===== config.mk =====
export PLATFORM = sky130hd
export DESIGN_NAME = panel_pwr_seq
export DESIGN_NICKNAME = d
export VERILOG_FILES = /design/src/rtl/psq_pkg.sv /design/src/rtl/psq_tick.sv /design/src/rtl/psq_timer.sv /design/src/rtl/psq_regs.sv /design/src/rtl/psq_fsm.sv /design/src/rtl/panel_pwr_seq.sv
export SDC_FILE = /design/constraint.sdc
export NUM_CORES = 1
export LEC_CHECK = 0
export BUFFER_PORTS_ARGS = -buffer_cell sky130_fd_sc_hd__buf_2
export CAP_MARGIN = 5
export CORE_ASPECT_RATIO = 0.9
export CORE_MARGIN = 2
export CORE_UTILIZATION = 50
export DETAILED_ROUTE_END_ITERATION = 12
export PLACE_DENSITY = 0.71
export SLEW_MARGIN = 20
export SYNTH_ARGS = -nofsm -noshare
export SYNTH_HDL_FRONTEND = slang
export SYNTH_HIERARCHICAL = 1
export SYNTH_SLANG_ARGS = --single-unit

===== constraint.sdc =====
create_clock -name clk -period 6.07 [get_ports clk]
set_input_delay 1.214 -clock clk [delete_from_list [all_inputs] [get_ports clk]]
set_output_delay 1.214 -clock clk [all_outputs]
set_load 0.05 [all_outputs]

===== src/rtl/psq_pkg.sv =====
package psq_pkg;
    localparam int DLY_W = 13;
    localparam int DIV_W = 24;
    localparam int CYC_W = 5;
    localparam logic [15:0] CTRL_KEY = 16'hABCD;

    localparam logic [2:0] A_CTRL = 3'd0;
    localparam logic [2:0] A_ON   = 3'd1;
    localparam logic [2:0] A_OFF  = 3'd2;
    localparam logic [2:0] A_DIV  = 3'd3;
    localparam logic [2:0] A_STAT = 3'd4;

    typedef enum logic [2:0] {
        S_OFF, S_UP_VDD, S_UP_BL, S_ON, S_DN_BL, S_DN_VDD, S_CYCLE
    } psq_state_e;

    typedef struct packed {
        logic ovr;
        logic bl;
        logic pdr;
        logic tgt;
    } ctrl_t;
endpackage


===== src/rtl/psq_tick.sv =====
module psq_tick
    import psq_pkg::*;
#(
    parameter int unsigned COARSE_TICKS = 1000
) (
    input  logic             clk,
    input  logic             rst_n,
    input  logic             clear,
    input  logic [DIV_W-1:0] ref_div,
    output logic             fine_tick,
    output logic             coarse_tick
);
    localparam int SUB_W = $clog2(COARSE_TICKS + 1);

    logic [DIV_W-1:0] pre_q;
    logic [SUB_W-1:0] sub_q;
    logic [DIV_W-1:0] eff_div;

    always_comb begin
        eff_div     = (ref_div == '0) ? DIV_W'(1) : ref_div;
        fine_tick   = (pre_q >= eff_div - DIV_W'(1));
        coarse_tick = fine_tick && (sub_q == SUB_W'(COARSE_TICKS - 1));
    end

    always_ff @(posedge clk or negedge rst_n) begin
        if (!rst_n) begin
            pre_q <= '0;
            sub_q <= '0;
        end else if (clear) begin
            pre_q <= '0;
            sub_q <= '0;
        end else if (fine_tick) begin
            pre_q <= '0;
            sub_q <= coarse_tick ? '0 : sub_q + SUB_W'(1);
        end else begin
            pre_q <= pre_q + DIV_W'(1);
        end
    end
endmodule


===== src/rtl/psq_timer.sv =====
module psq_timer
    import psq_pkg::*;
(
    input  logic             clk,
    input  logic             rst_n,
    input  logic             load,
    input  logic [DLY_W-1:0] load_val,
    input  logic             dec,
    output logic             done
);
    logic [DLY_W-1:0] cnt_q;

    always_ff @(posedge clk or negedge rst_n) begin
        if (!rst_n)                    cnt_q <= '0;
        else if (load)                 cnt_q <= load_val;
        else if (dec && cnt_q != '0)   cnt_q <= cnt_q - DLY_W'(1);
    end

    assign done = (cnt_q == '0);
endmodule


===== src/rtl/psq_regs.sv =====
module psq_regs
    import psq_pkg::*;
#(
    parameter logic [DIV_W-1:0] DIV_RESET = 24'd10,
    parameter int unsigned      RST_UP    = 2100,
    parameter int unsigned      RST_UPBL  = 500,
    parameter int unsigned      RST_DN    = 5000,
    parameter int unsigned      RST_BLOFF = 500,
    parameter int unsigned      RST_CYC   = 7
) (
    input  logic             clk,
    input  logic             rst_n,
    input  logic             plat_rst_req,
    input  logic             wr_en,
    input  logic [2:0]       wr_addr,
    input  logic [31:0]      wr_data,
    input  logic [2:0]       rd_addr,
    input  logic [31:0]      status_word,
    output logic [31:0]      rd_data,
    output ctrl_t            ctrl,
    output logic [1:0]       port_sel,
    output logic [DLY_W-1:0] dly_up,
    output logic [DLY_W-1:0] dly_upbl,
    output logic [DLY_W-1:0] dly_dn,
    output logic [DLY_W-1:0] dly_bloff,
    output logic [DIV_W-1:0] ref_div,
    output logic [CYC_W-1:0] cyc_field
);
    localparam int HI_LSB = 16;

    logic key_ok;
    logic unused_wr_bits;

    assign key_ok = (wr_data[31:16] == CTRL_KEY);
    assign unused_wr_bits = ^{wr_data[29], wr_data[15:13], wr_data[7:5]};

    always_ff @(posedge clk or negedge rst_n) begin
        if (!rst_n) begin
            ctrl      <= '0;
            port_sel  <= '0;
            dly_up    <= DLY_W'(RST_UP);
            dly_upbl  <= DLY_W'(RST_UPBL);
            dly_dn    <= DLY_W'(RST_DN);
            dly_bloff <= DLY_W'(RST_BLOFF);
            ref_div   <= DIV_RESET;
            cyc_field <= CYC_W'(RST_CYC);
        end else begin
            if (wr_en) begin
                unique case (wr_addr)
                    A_CTRL: if (key_ok) ctrl <= ctrl_t'(wr_data[3:0]);
                    A_ON: begin
                        port_sel <= wr_data[31:30];
                        dly_up   <= wr_data[HI_LSB +: DLY_W];
                        dly_upbl <= wr_data[DLY_W-1:0];
                    end
                    A_OFF: begin
                        dly_dn    <= wr_data[HI_LSB +: DLY_W];
                        dly_bloff <= wr_data[DLY_W-1:0];
                    end
                    A_DIV: begin
                        ref_div   <= wr_data[31:8];
                        cyc_field <= wr_data[CYC_W-1:0];
                    end
                    default: ;
                endcase
            end
            if (plat_rst_req && ctrl.pdr) ctrl.tgt <= 1'b0;
        end
    end

    always_comb begin
        unique case (rd_addr)
            A_CTRL:  rd_data = {28'b0, ctrl};
            A_ON:    rd_data = {port_sel, 1'b0, dly_up, 3'b0, dly_upbl};
            A_OFF:   rd_data = {3'b0, dly_dn, 3'b0, dly_bloff};
            A_DIV:   rd_data = {ref_div, 3'b0, cyc_field};
            A_STAT:  rd_data = status_word;
            default: rd_data = '0;
        endcase
    end
endmodule


===== src/rtl/psq_fsm.sv =====
module psq_fsm
    import psq_pkg::*;
(
    input  logic             clk,
    input  logic             rst_n,
    input  ctrl_t            ctrl,
    input  logic [DLY_W-1:0] dly_up,
    input  logic [DLY_W-1:0] dly_upbl,
    input  logic [DLY_W-1:0] dly_dn,
    input  logic [DLY_W-1:0] dly_bloff,
    input  logic [CYC_W-1:0] cyc_field,
    input  logic             done,
    output logic             load,
    output logic [DLY_W-1:0] load_val,
    output logic             coarse_mode,
    output logic             vdd_en,
    output logic             bl_en,
    output logic [31:0]      status_word,
    output psq_state_e       state
);
    psq_state_e       nxt;
    logic [DLY_W-1:0] cyc_units;
    logic             powered;
    logic [1:0]       prog;

    // field values 0 and 1 both mean "no wait"
    assign cyc_units = (cyc_field > CYC_W'(1))
                     ? {{(DLY_W-CYC_W){1'b0}}, cyc_field - CYC_W'(1)} : '0;

    always_ff @(posedge clk or negedge rst_n) begin
        if (!rst_n) state <= S_OFF;
        else        state <= nxt;
    end

    always_comb begin
        nxt      = state;
        load     = 1'b0;
        load_val = '0;
        unique case (state)
            S_OFF: if (ctrl.tgt) begin
                nxt = S_UP_VDD; load = 1'b1; load_val = dly_up;
            end
            S_UP_VDD: if (!ctrl.tgt) begin
                nxt = S_DN_VDD; load = 1'b1; load_val = dly_dn;
            end else if (done) begin
                nxt = S_UP_BL; load = 1'b1; load_val = dly_upbl;
            end
            S_UP_BL: if (!ctrl.tgt) begin
                nxt = S_DN_VDD; load = 1'b1; load_val = dly_dn;
            end else if (done) begin
                nxt = S_ON;
            end
            S_ON: if (!ctrl.tgt) begin
                nxt = S_DN_BL; load = 1'b1; load_val = dly_bloff;
            end
            S_DN_BL: if (done) begin
                nxt = S_DN_VDD; load = 1'b1; load_val = dly_dn;
            end
            S_DN_VDD: if (done) begin
                if (cyc_units != '0) begin
                    nxt = S_CYCLE; load = 1'b1; load_val = cyc_units;
                end else begin
                    nxt = S_OFF;
                end
            end
            S_CYCLE: if (done) nxt = S_OFF;
            default: nxt = S_OFF;
        endcase
    end

    always_comb begin
        vdd_en      = ctrl.ovr;
        bl_en       = 1'b0;
        powered     = 1'b0;
        prog        = 2'b00;
        coarse_mode = 1'b0;
        unique case (state)
            S_OFF:    ;
            S_UP_VDD: begin vdd_en = 1'b1; prog = 2'b01; end
            S_UP_BL:  begin vdd_en = 1'b1; prog = 2'b01; end
            S_ON:     begin vdd_en = 1'b1; bl_en = ctrl.bl; powered = 1'b1; end
            S_DN_BL:  begin vdd_en = 1'b1; prog = 2'b10; end
            S_DN_VDD: prog = 2'b10;
            S_CYCLE:  coarse_mode = 1'b1;
            default:  ;
        endcase
        status_word = {powered, 1'b0, prog, coarse_mode, 27'b0};
    end
endmodule


===== src/rtl/panel_pwr_seq.sv =====
module panel_pwr_seq
    import psq_pkg::*;
#(
    parameter logic [DIV_W-1:0] DIV_RESET    = 24'd10,
    parameter int unsigned      COARSE_TICKS = 1000
) (
    input  logic        clk,
    input  logic        rst_n,
    input  logic        plat_rst_req,
    input  logic        wr_en,
    input  logic [2:0]  wr_addr,
    input  logic [31:0] wr_data,
    input  logic [2:0]  rd_addr,
    output logic [31:0] rd_data,
    output logic        vdd_en,
    output logic        bl_en,
    output logic [1:0]  port_sel
);
    ctrl_t            ctrl_q;
    logic [DLY_W-1:0] dly_up, dly_upbl, dly_dn, dly_bloff, load_val;
    logic [DIV_W-1:0] ref_div;
    logic [CYC_W-1:0] cyc_field;
    logic [31:0]      status_word;
    logic             load, done, coarse_mode, fine_tick, coarse_tick;
    psq_state_e       fsm_state;

    psq_regs #(.DIV_RESET(DIV_RESET)) u_regs (
        .clk, .rst_n, .plat_rst_req, .wr_en, .wr_addr, .wr_data, .rd_addr,
        .status_word, .rd_data, .ctrl(ctrl_q), .port_sel,
        .dly_up, .dly_upbl, .dly_dn, .dly_bloff, .ref_div, .cyc_field
    );

    psq_tick #(.COARSE_TICKS(COARSE_TICKS)) u_tick (
        .clk, .rst_n, .clear(load), .ref_div, .fine_tick, .coarse_tick
    );

    psq_timer u_timer (
        .clk, .rst_n, .load, .load_val,
        .dec(coarse_mode ? coarse_tick : fine_tick), .done
    );

    psq_fsm u_fsm (
        .clk, .rst_n, .ctrl(ctrl_q), .dly_up, .dly_upbl, .dly_dn, .dly_bloff,
        .cyc_field, .done, .load, .load_val, .coarse_mode, .vdd_en, .bl_en,
        .status_word, .state(fsm_state)
    );
endmodule


* Word-level counts from Yosys, hierarchy flattened
Index checks and enable logic that the tools add are counted.
Word-level totals: flip-flop bits (word level) 137, input bits 42, output and inout bits 36, word-level logic and storage cells 116
Cells by class: add/sub/neg operators 5, $lt $le $gt $ge 2, eq/ne operators 22, muxes and demuxes 47, reductions and logical operators 25
Operators with widths (number):
- case mux 32 bit (5 select lines) | 1
- 2-to-1 mux 13 bit | 10
- case mux 13 bit (6 select lines) | 1
- 2-to-1 mux 24 bit | 3
- 2-to-1 mux 10 bit | 3
- 2-to-1 mux 3 bit | 10
- nonzero test 13 bit | 2
- adder 24 x 1 -> 24 bit (second input constant) | 1
- greater-or-equal comparator 24 bit | 1
- logical NOT 24 bit | 1
- subtractor 24 x 1 -> 24 bit (second input constant) | 1
- case mux 3 bit (7 select lines) | 1
- == test 3 x 2 -> 1 bit (second input constant) | 6
- == test 16 bit (second input constant) | 1
- 2-to-1 mux 1 bit | 15
- logical NOT 13 bit | 1
- subtractor 13 x 1 -> 13 bit (second input constant) | 1
- == test 3 bit (second input constant) | 4
- adder 10 x 1 -> 10 bit (second input constant) | 1
- == test 10 bit (second input constant) | 1
- inequality test 2 bit (second input constant) | 5
- nonzero test 2 bit | 5
- == test 3 x 1 -> 1 bit (second input constant) | 3
- logical NOT 3 bit | 3
- other kinds (12) | 20

* Depth between registers and ports, before layout
Gate-level depths: netlist of run 1.
depth after elaboration 9, mapped depth 21, mapped depth without buffers 21

* Hierarchy
The synthesis of run 1 kept the hierarchy.
Modules (own cells, without submodules):
- psq_regs | instances 1, cells an instance 313, area an instance 4290.4 um^2, sequential area each 2209.6 um^2
- psq_tick | instances 1, cells an instance 306, area an instance 2682.6 um^2, sequential area each 850.8 um^2
- psq_fsm | instances 1, cells an instance 143, area an instance 1053.5 um^2, sequential area each 75.1 um^2
- psq_timer | instances 1, cells an instance 93, area an instance 860.8 um^2, sequential area each 325.3 um^2
- panel_pwr_seq | instances 1, cells an instance 1, area an instance 15.0 um^2, sequential area each 0.0 um^2

* Worst setup path after synthesis of run 1
OpenSTA, ideal clock, no wires.
path type reg-to-reg, start point register u_regs.ref_div[16], end point register u_timer.cnt_q[5], setup time 0.082 ns, arrival 5.594 ns, data required time 5.988 ns, setup slack 0.394 ns, stages on the path, launching flop included 22, path buffers 0, clock period less this slack 5.676 ns, cell sequence dfrtp_1 > or4_4 > or4_4 > nor4_4 > a21oi_1 > ha_1 > nand2_1 > or2_4 > nand2b_4 > nor4_4 > xnor2_1 > ha_1 > nand4_1 > nor4_1 > a22oi_1 > o2111a_1 > a21oi_1 > mux2_4 > nor4b_1 > or2b_2 > or4_2 > a31oi_1
On the way: longest elaborated chain between the ends 8
Ends and longest elaborated chain:
- from (decl) | RTL line psq_regs.sv:26 | output logic [DIV_W-1:0] ref_div,
- from (signal assigned) | RTL line psq_regs.sv:61 | ref_div <= wr_data[31:8];
- logical NOT 24 bit | RTL line psq_tick.sv:20 | eff_div = (ref_div == '0) ? DIV_W'(1) : ref_div;
- 2-to-1 mux 24 bit (*) | RTL line psq_tick.sv:20
- subtractor 24 x 1 -> 24 bit (*) | RTL line psq_tick.sv:21 | fine_tick = (pre_q >= eff_div - DIV_W'(1));
- greater-or-equal comparator 24 bit (*) | RTL line psq_tick.sv:21
- logical AND 1 bit (*) | RTL line psq_tick.sv:22 | coarse_tick = fine_tick && (sub_q == SUB_W'(COARSE_TICKS - 1));
- named net coarse_tick | RTL line panel_pwr_seq.sv:24 | logic load, done, coarse_mode, fine_tick, coarse_tick;
- 2-to-1 mux 1 bit (*) | RTL line panel_pwr_seq.sv:39 | .dec(coarse_mode ? coarse_tick : fine_tick), .done
- logical AND 1 bit (*) | RTL line psq_timer.sv:16 | else if (dec && cnt_q != '0) cnt_q <= cnt_q - DLY_W'(1);
- nonzero test 2 bit (no source line) (*)
- to (signal assigned) | RTL line psq_timer.sv:15 | else if (load) cnt_q <= load_val;
- to (signal assigned) | RTL line psq_timer.sv:16
- to (decl) | RTL line psq_timer.sv:11 | logic [DLY_W-1:0] cnt_q;
Mark *: on every way through the listed nets, which the timed path passes. The rest lies on a longest branch. A chain may end at the register's enable or synchronous reset.

* Worst setup path after layout of run 1
start point register u_regs.ref_div[17], end point register u_timer.cnt_q[5]
On the way: longest elaborated chain between the ends 8
Ends and longest elaborated chain (RTL line):
- logical NOT 24 bit | psq_tick.sv:20
- 2-to-1 mux 24 bit (*) | psq_tick.sv:20
- subtractor 24 x 1 -> 24 bit (*) | psq_tick.sv:21
- greater-or-equal comparator 24 bit (*) | psq_tick.sv:21
- named net fine_tick | panel_pwr_seq.sv:24
- logical AND 1 bit | psq_tick.sv:22
- 2-to-1 mux 1 bit (*) | panel_pwr_seq.sv:39
- logical AND 1 bit (*) | psq_timer.sv:16
- nonzero test 2 bit (no source line) (*)
Marks and branches as above.

==> results.toml, run 1 <==
[outcome]
status = "completed"

[grt]
antenna_found_initial = 1
grt_first_pass_wirelength_um = 37690
grt-ovfl-total = 0
grtUsageTotal = 0.2653
grt_pass1_vias = 6750
grt_max_degree = 86

[synth]
ys_top_cells_by_count = "dfrtp_1 (111), mux2_2 (72), nor2_1 (70)"
synth_top_area_share = 0.3120
avgSynthCellArea_um2 = 10.40
ys_ff_latch = 137
async_flop_share = 1.000
yosysWarnings = 6
synth_top_family_by_area = "simple AND/OR/NAND/NOR gates"
synthTopCellsByArea = "dfrtp_1 (31%), mux2_2 (9.1%), dfstp_2 (7.7%)"
synth.most_common_cell = "dfrtp_1"
syn_area_um2 = 8902
netlist_instances = 856
synth_fa_ha_area_frac = 0.04357
synth_xor_area_frac = 0.04034
ys_types = 89
synth_compound_area_frac = 0.1509
yosysSeqAreaShare = 0.3888
synth_edf_count = 0
synth_mux_area_frac = 0.1512
yosys.area.top_type = "dfrtp_1"
synth_simple_gate_area_frac = 0.1601
synth_ff_type = "dfrtp_1"

[sta]
min_period_over_period = 0.9522
min_period_ns = 5.780
rsz0062_at_grt = "no"
slew_headroom = 0.2403
tightest_slew_ns = 1.135
setup_viol_count_final = 0
hold_viol_final = 0
hold_slack_ns = 0.4920
drv_slew = 0
finClkSkew_ns = 0.01308
setup_slack_ns = 0.2904
fmax_ghz = 0.1730
finalSetupTns_ns = 0

[floorplan]
die-area_um2 = 18890
fp.coreArea_um2 = 17550
fp-row-count = 46
io_pins = 78
start_util = 0.5071
die_height_um = 130.6
die_w_um = 144.7

[worst_setup_path]
required_ns = 6.42
reg2regPathDepth = 21
worst_setup_path_end_kind = "flip-flop"
r2r_setup_slack_ns = 0.29
rr_endpoint = "u_timer/cnt_q[5]$_DFFE_PN0P_"
startpoint_type = "flip-flop"
timing.rr.start = "u_regs/ref_div[17]$_DFFE_PN0P_"
crit_arrival_ns = 6.13
crit_type = "flip-flop to flip-flop"
critPathMaxFanout = 8

[drt]
route.detailed.wl_per_inst_um = 20.56
drc = 0
drt-total-wl_um = 24200
antenna_left = 0
vias = 7059
viasPerCell = 5.997
first_pass_iters = 5
first_iter_violations = 714

[placed_design]
postPlaceCellArea_um2 = 9325
pre_cts_ws_ns = 0.04423
place_congestion = 0.8787
dp_hpwl_um = 16720
port_buffers = 77

[clock_tree]
cts.clk_slew.worst_paths_ns = 0.06
htree_levels = 4
cts_root_buffer = "clkbuf_16"
cts_inserted_buffers = 17
cts_buffer_depth = 2
clock_latency_ns = 0.43
cts_tree = "yes"
clock_sinks = 137

[flow_run]
maxCapViolCount = 0

[min_path]
min_from = "u_tick/pre_q[0]$_DFF_PN0_"
hold_path_end = "u_tick/pre_q[0]$_DFF_PN0_"
hold_class = "flip-flop to flip-flop"
hold_depth = 1

[pwr]
seqPwrFrac = 0.407
p_total_uw = 3376
switching_share = 0.3525
pwr-share-clk = 0.324
comb_power_share = 0.269
static-leakage-power_uw = 0.004306
p_int_uw = 2186
powerDensity_nw_per_um2 = 338.7
ir_drop_mv = 0.1986
power_switching_uw = 1190

[finish]
layout-drive-gt1-share = 0.3042
stdcell_area_um2 = 9967
antenna_cells = 0
nFillCells = 1541
area_delta_synth_final_pct = 11.96
fin_nets = 997
## cell usage in the layout, fill, tap and decap left out, types with 4 or more instances in the layout
cell | netlist | routed
mux2_2 | 72 | 72
nand2_1 | 46 | 46
xor2_1 | 20 | 20
and2_1 | 6 | 5
o211ai_1 | 5 | 5
a21o_1 | 6 | 5
nand2b_1 | 6 | 6
buf_2 | 14 | 76
nand4_1 | 9 | 9
inv_1 | 15 | 15
dfstp_2 | 26 | 26
inv_6 | 0 | 4
clkbuf_16 | 0 | 17
dfrtp_1 | 111 | 111
a221oi_1 | 5 | 5
nand3_1 | 18 | 18
a21oi_1 | 21 | 21
a22oi_1 | 46 | 46
o22ai_1 | 26 | 26
nor3_1 | 17 | 17
and3_1 | 7 | 7
or4_4 | 6 | 6
nor4_1 | 7 | 6
buf_4 | 35 | 17
conb_1 | 1 | 28
a31oi_1 | 10 | 9
a221o_1 | 10 | 10
or2_2 | 4 | 4
a22o_1 | 7 | 7
o21ai_0 | 27 | 27
xnor2_1 | 21 | 21
nor2_1 | 70 | 70
or3_1 | 5 | 5
mux2_4 | 21 | 21
nor2b_1 | 10 | 8
ha_1 | 31 | 31
nand4b_1 | 4 | 4
mux2i_1 | 22 | 22
## critical path, stage by stage, from the launching register on
cell	delay, ns
dfrtp_1	0.44
or4_4	0.58
or4_4	0.47
nor4_4	0.25
a21oi_1	0.13
ha_1	0.23
nand2_1	0.16
or2_4	0.16
nand2b_4	0.15
nor4_4	0.05
xnor2_1	0.14
ha_1	0.29
nand4_1	0.18
nor4_2	0.33
nand4_1	0.20
a21o_4	0.25
nand2_1	0.13
mux2_4	0.22
nor4b_4	0.23
or2b_2	0.38
or4_2	0.54
a31oi_1	0.17
## cell families after synthesis
group / Yosys count
flip-flops: 137
XOR/XNOR: 41
AND/OR/NAND/NOR: 252
AO/OA/AOI/OAI: 191
multiplexers: 115
adder cells (fa/ha/maj): 31
other: 1
buffers and inverters: 88
## flip-flops by register name, indices dropped and copies added (netlist names)
name	count
u_fsm/state	3
u_regs/ctrl	4
u_regs/cyc_field	5
u_regs/dly_bloff	13
u_regs/dly_dn	13
u_regs/dly_up	13
u_regs/dly_upbl	13
u_regs/port_sel	2
u_regs/ref_div	24
u_tick/pre_q	24
u_tick/sub_q	10
u_timer/cnt_q	13
## per-layer routing
metal / up-vias / track usage / routed length, um
met5: - / 0 / 0
met1: 3460 / 0.3847 / 11100
met4: 0 / 0.08452 / 510
met3: 36 / 0.07289 / 1925
li1: 3270 / - / -
met2: 293 / 0.3867 / 10670
## power groups by stage
stage          sequential, uW  clock [uW]  combinational (uW)
3_3_place_gp             1370           0                 876
6_report                 1370        1090                 907
5_1_grt                  1400        1150                 992
4_1_cts                  1360        1110                 899
2_1_floorplan            1300           0                 707
3_5_place_dp             1370           0                 895
## cell type report
type,count,area (um^2),area share
multi-input combinational,658,5009,0.5025
clock buffer,17,425.4,0.04268
tap,240,300.3,0.03013
sequential,137,3461,0.3472
inverter,16,65.06,0.006528
clock inverter,15,187.7,0.01883
timing repair buffer,94,519.2,0.05210
## stage by stage
| step | cells | util |
|---|---|---|
| floorplan | 883 | - |
| global placement | 1145 | 0.5312 |
| detailed placement | 1145 | 0.5312 |
| CTS | 1177 | 0.5661 |
| global route | 1177 | 0.5678 |
| finish | 1177 | 0.5678 |
## worst max path at each step
stage / startpoint / to / slack [ns] / depth (start not counted)
after global routing: u_regs/ref_div[17]$_DFFE_PN0P_ / u_timer/cnt_q[5]$_DFFE_PN0P_ / 0.03 / 21
after detailed placement: u_regs/ref_div[17]$_DFFE_PN0P_ / u_timer/cnt_q[5]$_DFFE_PN0P_ / 0.04 / 21
final: u_regs/ref_div[17]$_DFFE_PN0P_ / u_timer/cnt_q[5]$_DFFE_PN0P_ / 0.29 / 21
after floorplan: u_regs/ref_div[16]$_DFFE_PN0P_ / u_timer/cnt_q[5]$_DFFE_PN0P_ / 0.39 / 21
after CTS: u_regs/ref_div[17]$_DFFE_PN0P_ / u_timer/cnt_q[5]$_DFFE_PN0P_ / 0.04 / 21
after global placement: u_regs/ref_div[17]$_DFFE_PN0P_ / u_timer/cnt_q[5]$_DFFE_PN0P_ / 0.29 / 21
## timing repair
action,in CTS,in global routing
hold buffers,0,0
setup buffers,0,0
resized for setup,0,4
setup endpoints to repair,0,3
Note: power is estimated with default switching activity, not from simulation.
==> inputs of run 2 (changes only) <==
--- a/config.mk
+++ b/config.mk
@@ -5,12 +5,14 @@
 export SDC_FILE = /design/constraint.sdc
 export NUM_CORES = 1
 export LEC_CHECK = 0
+export ABC_AREA = 1
 export BUFFER_PORTS_ARGS = -buffer_cell sky130_fd_sc_hd__buf_2
 export CAP_MARGIN = 5
 export CORE_ASPECT_RATIO = 0.9
 export CORE_MARGIN = 2
 export CORE_UTILIZATION = 50
 export DETAILED_ROUTE_END_ITERATION = 12
+export GPL_TIMING_DRIVEN = 0
 export PLACE_DENSITY = 0.71
 export SLEW_MARGIN = 20
 export SYNTH_ARGS = -nofsm -noshare
==> run 2 against run 1 <==
Non-clock buffer count increased by 52; clock skew increased by 0.0014 ns; register-to-register slack improved by 1.7 ns; worst hold slack about the same; flip-flop and latch count unchanged; sequential share of layout area decreased by 2.7 points; routed wire length increased by 14%.
==> results.toml, run 2 <==
[grt]
grt-ovfl-total = 0
grtUsageTotal = 0.2826
grt_first_pass_wirelength_um = 43530
grt_max_degree = 99
grt_pass1_vias = 8098
antenna_found_initial = 0

[synth]
synth_edf_count = 0
synth.most_common_cell = "nand2_1"
ys_top_cells_by_count = "nand2_1 (442), nor2_1 (120), inv_1 (113)"
synth_ff_type = "dfrtp_1"
avgSynthCellArea_um2 = 7.228
syn_area_um2 = 9368
ys_types = 47
async_flop_share = 1.000
synthTopCellsByArea = "dfrtp_1 (30%), nand2_1 (18%), dfstp_2 (7.3%)"
netlist_instances = 1296
ys_ff_latch = 137
yosysWarnings = 6
yosysSeqAreaShare = 0.3694
yosys.area.top_type = "dfrtp_1"
synth_top_area_share = 0.2965

[clock_tree]
clock_latency_ns = 0.44
cts_buffer_depth = 2
cts_inserted_buffers = 17
post_cts_resized = 0
clock_sinks = 137
cts_tree = "yes"
cts_root_buffer = "clkbuf_16"
hold_buffers = 0
cts.clk_slew.worst_paths_ns = 0.06
htree_levels = 4
postCtsSetupBuffers = 0

[worst_setup_path]
crit_buf_inv = 3
critPathMaxFanout = 9
startpoint_type = "flip-flop"
timing.rr.start = "u_regs/ref_div[9]$_DFFE_PN0P_"
cp_top_family = "simple AND/OR/NAND/NOR gates"
crit_type = "flip-flop to flip-flop"
path_common_cell = "nand2_1"
crit_arrival_ns = 4.44
max_stage_delay_ns = 0.50
worst_path_max_delay_cell = "dfrtp_1"
rr_endpoint = "u_timer/cnt_q[0]$_DFFE_PN0P_"
worst_setup_path_end_kind = "flip-flop"
required_ns = 6.38
reg2regPathDepth = 28
r2r_setup_slack_ns = 1.94

[sta]
finalSetupTns_ns = 0
setup_viol_count_final = 0
min_period_ns = 4.129
rsz0062_at_grt = "no"
setup_slack_ns = 1.941
min_period_over_period = 0.6802
tightest_slew_ns = 0.6897
hold_viol_final = 0
slew_headroom = 0.5360
fmax_ghz = 0.2422
drv_slew = 0
finClkSkew_ns = 0.01450

[drt]
dr_wl_met3_um = 2572
top_layer_used = "met4"
first_pass_iters = 6
drt-met1-wl_um = 12670
first_iter_violations = 911
antenna_left = 0
wl_met2_um = 11930
drt-total-wl_um = 27530
route.detailed.wl_per_inst_um = 16.40
drc = 0
vias = 8946
viasPerCell = 5.331

[floorplan]
die_w_um = 148.3
die-area_um2 = 19850
die_height_um = 133.9
start_util = 0.5089
io_pins = 78
fp.coreArea_um2 = 18410
fp-row-count = 47

[pwr]
static-leakage-power_uw = 0.005523
pwr-share-clk = 0.286
powerDensity_nw_per_um2 = 347.5
comb_power_share = 0.370
power_switching_uw = 1573
ir_drop_mv = 0.1888
switching_share = 0.4191
seqPwrFrac = 0.344
p_int_uw = 2180

[finish]
fin_cells = 1678
antenna_cells = 0
largest_registers = "u_regs/ref_div (24), u_tick/pre_q (24)"
final_common_cell = "nand2_1"
final_cell_mix = "nand2_1 (442), nor2_1 (120), inv_1 (113), dfrtp_1 (111), buf_2 (89)"
fin_nets = 1493
stdcell_area_um2 = 10800
area_delta_synth_final_pct = 15.29
layout-drive-gt1-share = 0.1947

[placed_design]
port_buffers = 77
place_congestion = 0.9326
place_inst = 1646
dp_hpwl_um = 20490
postPlaceCellArea_um2 = 10200
pre_cts_ws_ns = 2.013

[min_path]
hold_class = "flip-flop to flip-flop"
hold_depth = 2
hold_path_end = "u_regs/dly_dn[7]$_DFFE_PN1P_"
min_from = "u_regs/dly_dn[7]$_DFFE_PN1P_"

[outcome]
status = "completed"

[flow_run]
maxCapViolCount = 0
## run 2: cell types whose count changed in the layout (fill, tap and decap cells not counted), moves of 21 or more
cell     before  now
a22oi_1      46    7
buf_4        17   40
inv_1        15  113
mux2_2       72    4
mux2_4       21    0
mux2i_1      22    0
nand2_1      46  442
nand3_1      18   77
nand4_1       9   44
nor2_1       70  120
o21ai_0      27   51
o21ai_1       2   23
o21ai_2       0   21
o22ai_1      26    0
## run 2: layout make-up
cell class	instances	area (um^2)
fill	1755	7606
multi-input combinational	990	5011
sequential	137	3461
buffer	68	511.7
inverter	128	485.5
clock buffer	18	439.2
timing repair buffer	78	422.9
tap	245	306.5
clock inverter	14	162.7
## run 2: kinds of logic after synthesis
group / synth area share
other: 0.0004003
DFF: 0.3694
buffers and inverters: 0.1065
adders and majority gates: 0.04140
and+or+nand+nor: 0.3449
AOI/OAI and AO/OA: 0.08775
muxes: 0.004808
xor gates and xnor gates: 0.04488
## run 2: worst max path at each step
stage | startpoint | cells past startpoint | endpoint | slack, ns
2_1_floorplan | rd_addr[2] | 7 | rd_data[18] | 2.69
3_3_place_gp | rst_n | 1 | u_regs/ctrl[0]$_DFFE_PN0P_ | 1.76
3_5_place_dp | u_regs/ref_div[10]$_DFFE_PN0P_ | 28 | u_timer/cnt_q[0]$_DFFE_PN0P_ | 2.01
4_1_cts | u_regs/ref_div[10]$_DFFE_PN0P_ | 28 | u_timer/cnt_q[0]$_DFFE_PN0P_ | 1.98
5_1_grt | u_regs/ref_div[10]$_DFFE_PN0P_ | 28 | u_timer/cnt_q[0]$_DFFE_PN0P_ | 1.59
6_report | u_regs/ref_div[9]$_DFFE_PN0P_ | 28 | u_timer/cnt_q[0]$_DFFE_PN0P_ | 1.94
## run 2: power by group through the flow
stage | logic [uW] | registers (uW) | clock network [uW]
final | 1390 | 1290 | 1070
after CTS | 1380 | 1290 | 1090
after global routing | 1550 | 1310 | 1140
after global placement | 1340 | 1300 | 0
after floorplan | 1050 | 1240 | 0
after detailed placement | 1370 | 1300 | 0
## run 2: metal layers
metal  global-route usage  vias to the layer above
li1                     -                     4352
met1               0.4335                     4154
met2               0.4074                      408
met3              0.05714                       32
met4              0.07143                        0
met5                    0                        -
## run 2: per-stage QoR
step	total power (uW)	utilization	hold slack, ns
2_1_floorplan	2286	-	0.4613
3_3_place_gp	2636	0.5520	0.4777
3_5_place_dp	2669	0.5541	0.4814
4_1_cts	3751	0.5868	0.4915
5_1_grt	3997	0.5868	0.4981
6_report	3753	0.5868	0.4922
## run 2: worst register-to-register path, delay by kind of cell (launching register included)
family                   cells  cell delay, ns
AND/OR/NAND/NOR             22            2.61
flip-flops                   1            0.50
adder cells (fa/ha/maj)      2            0.49
buffers and inverters        3            0.26
XOR/XNOR                     1            0.15
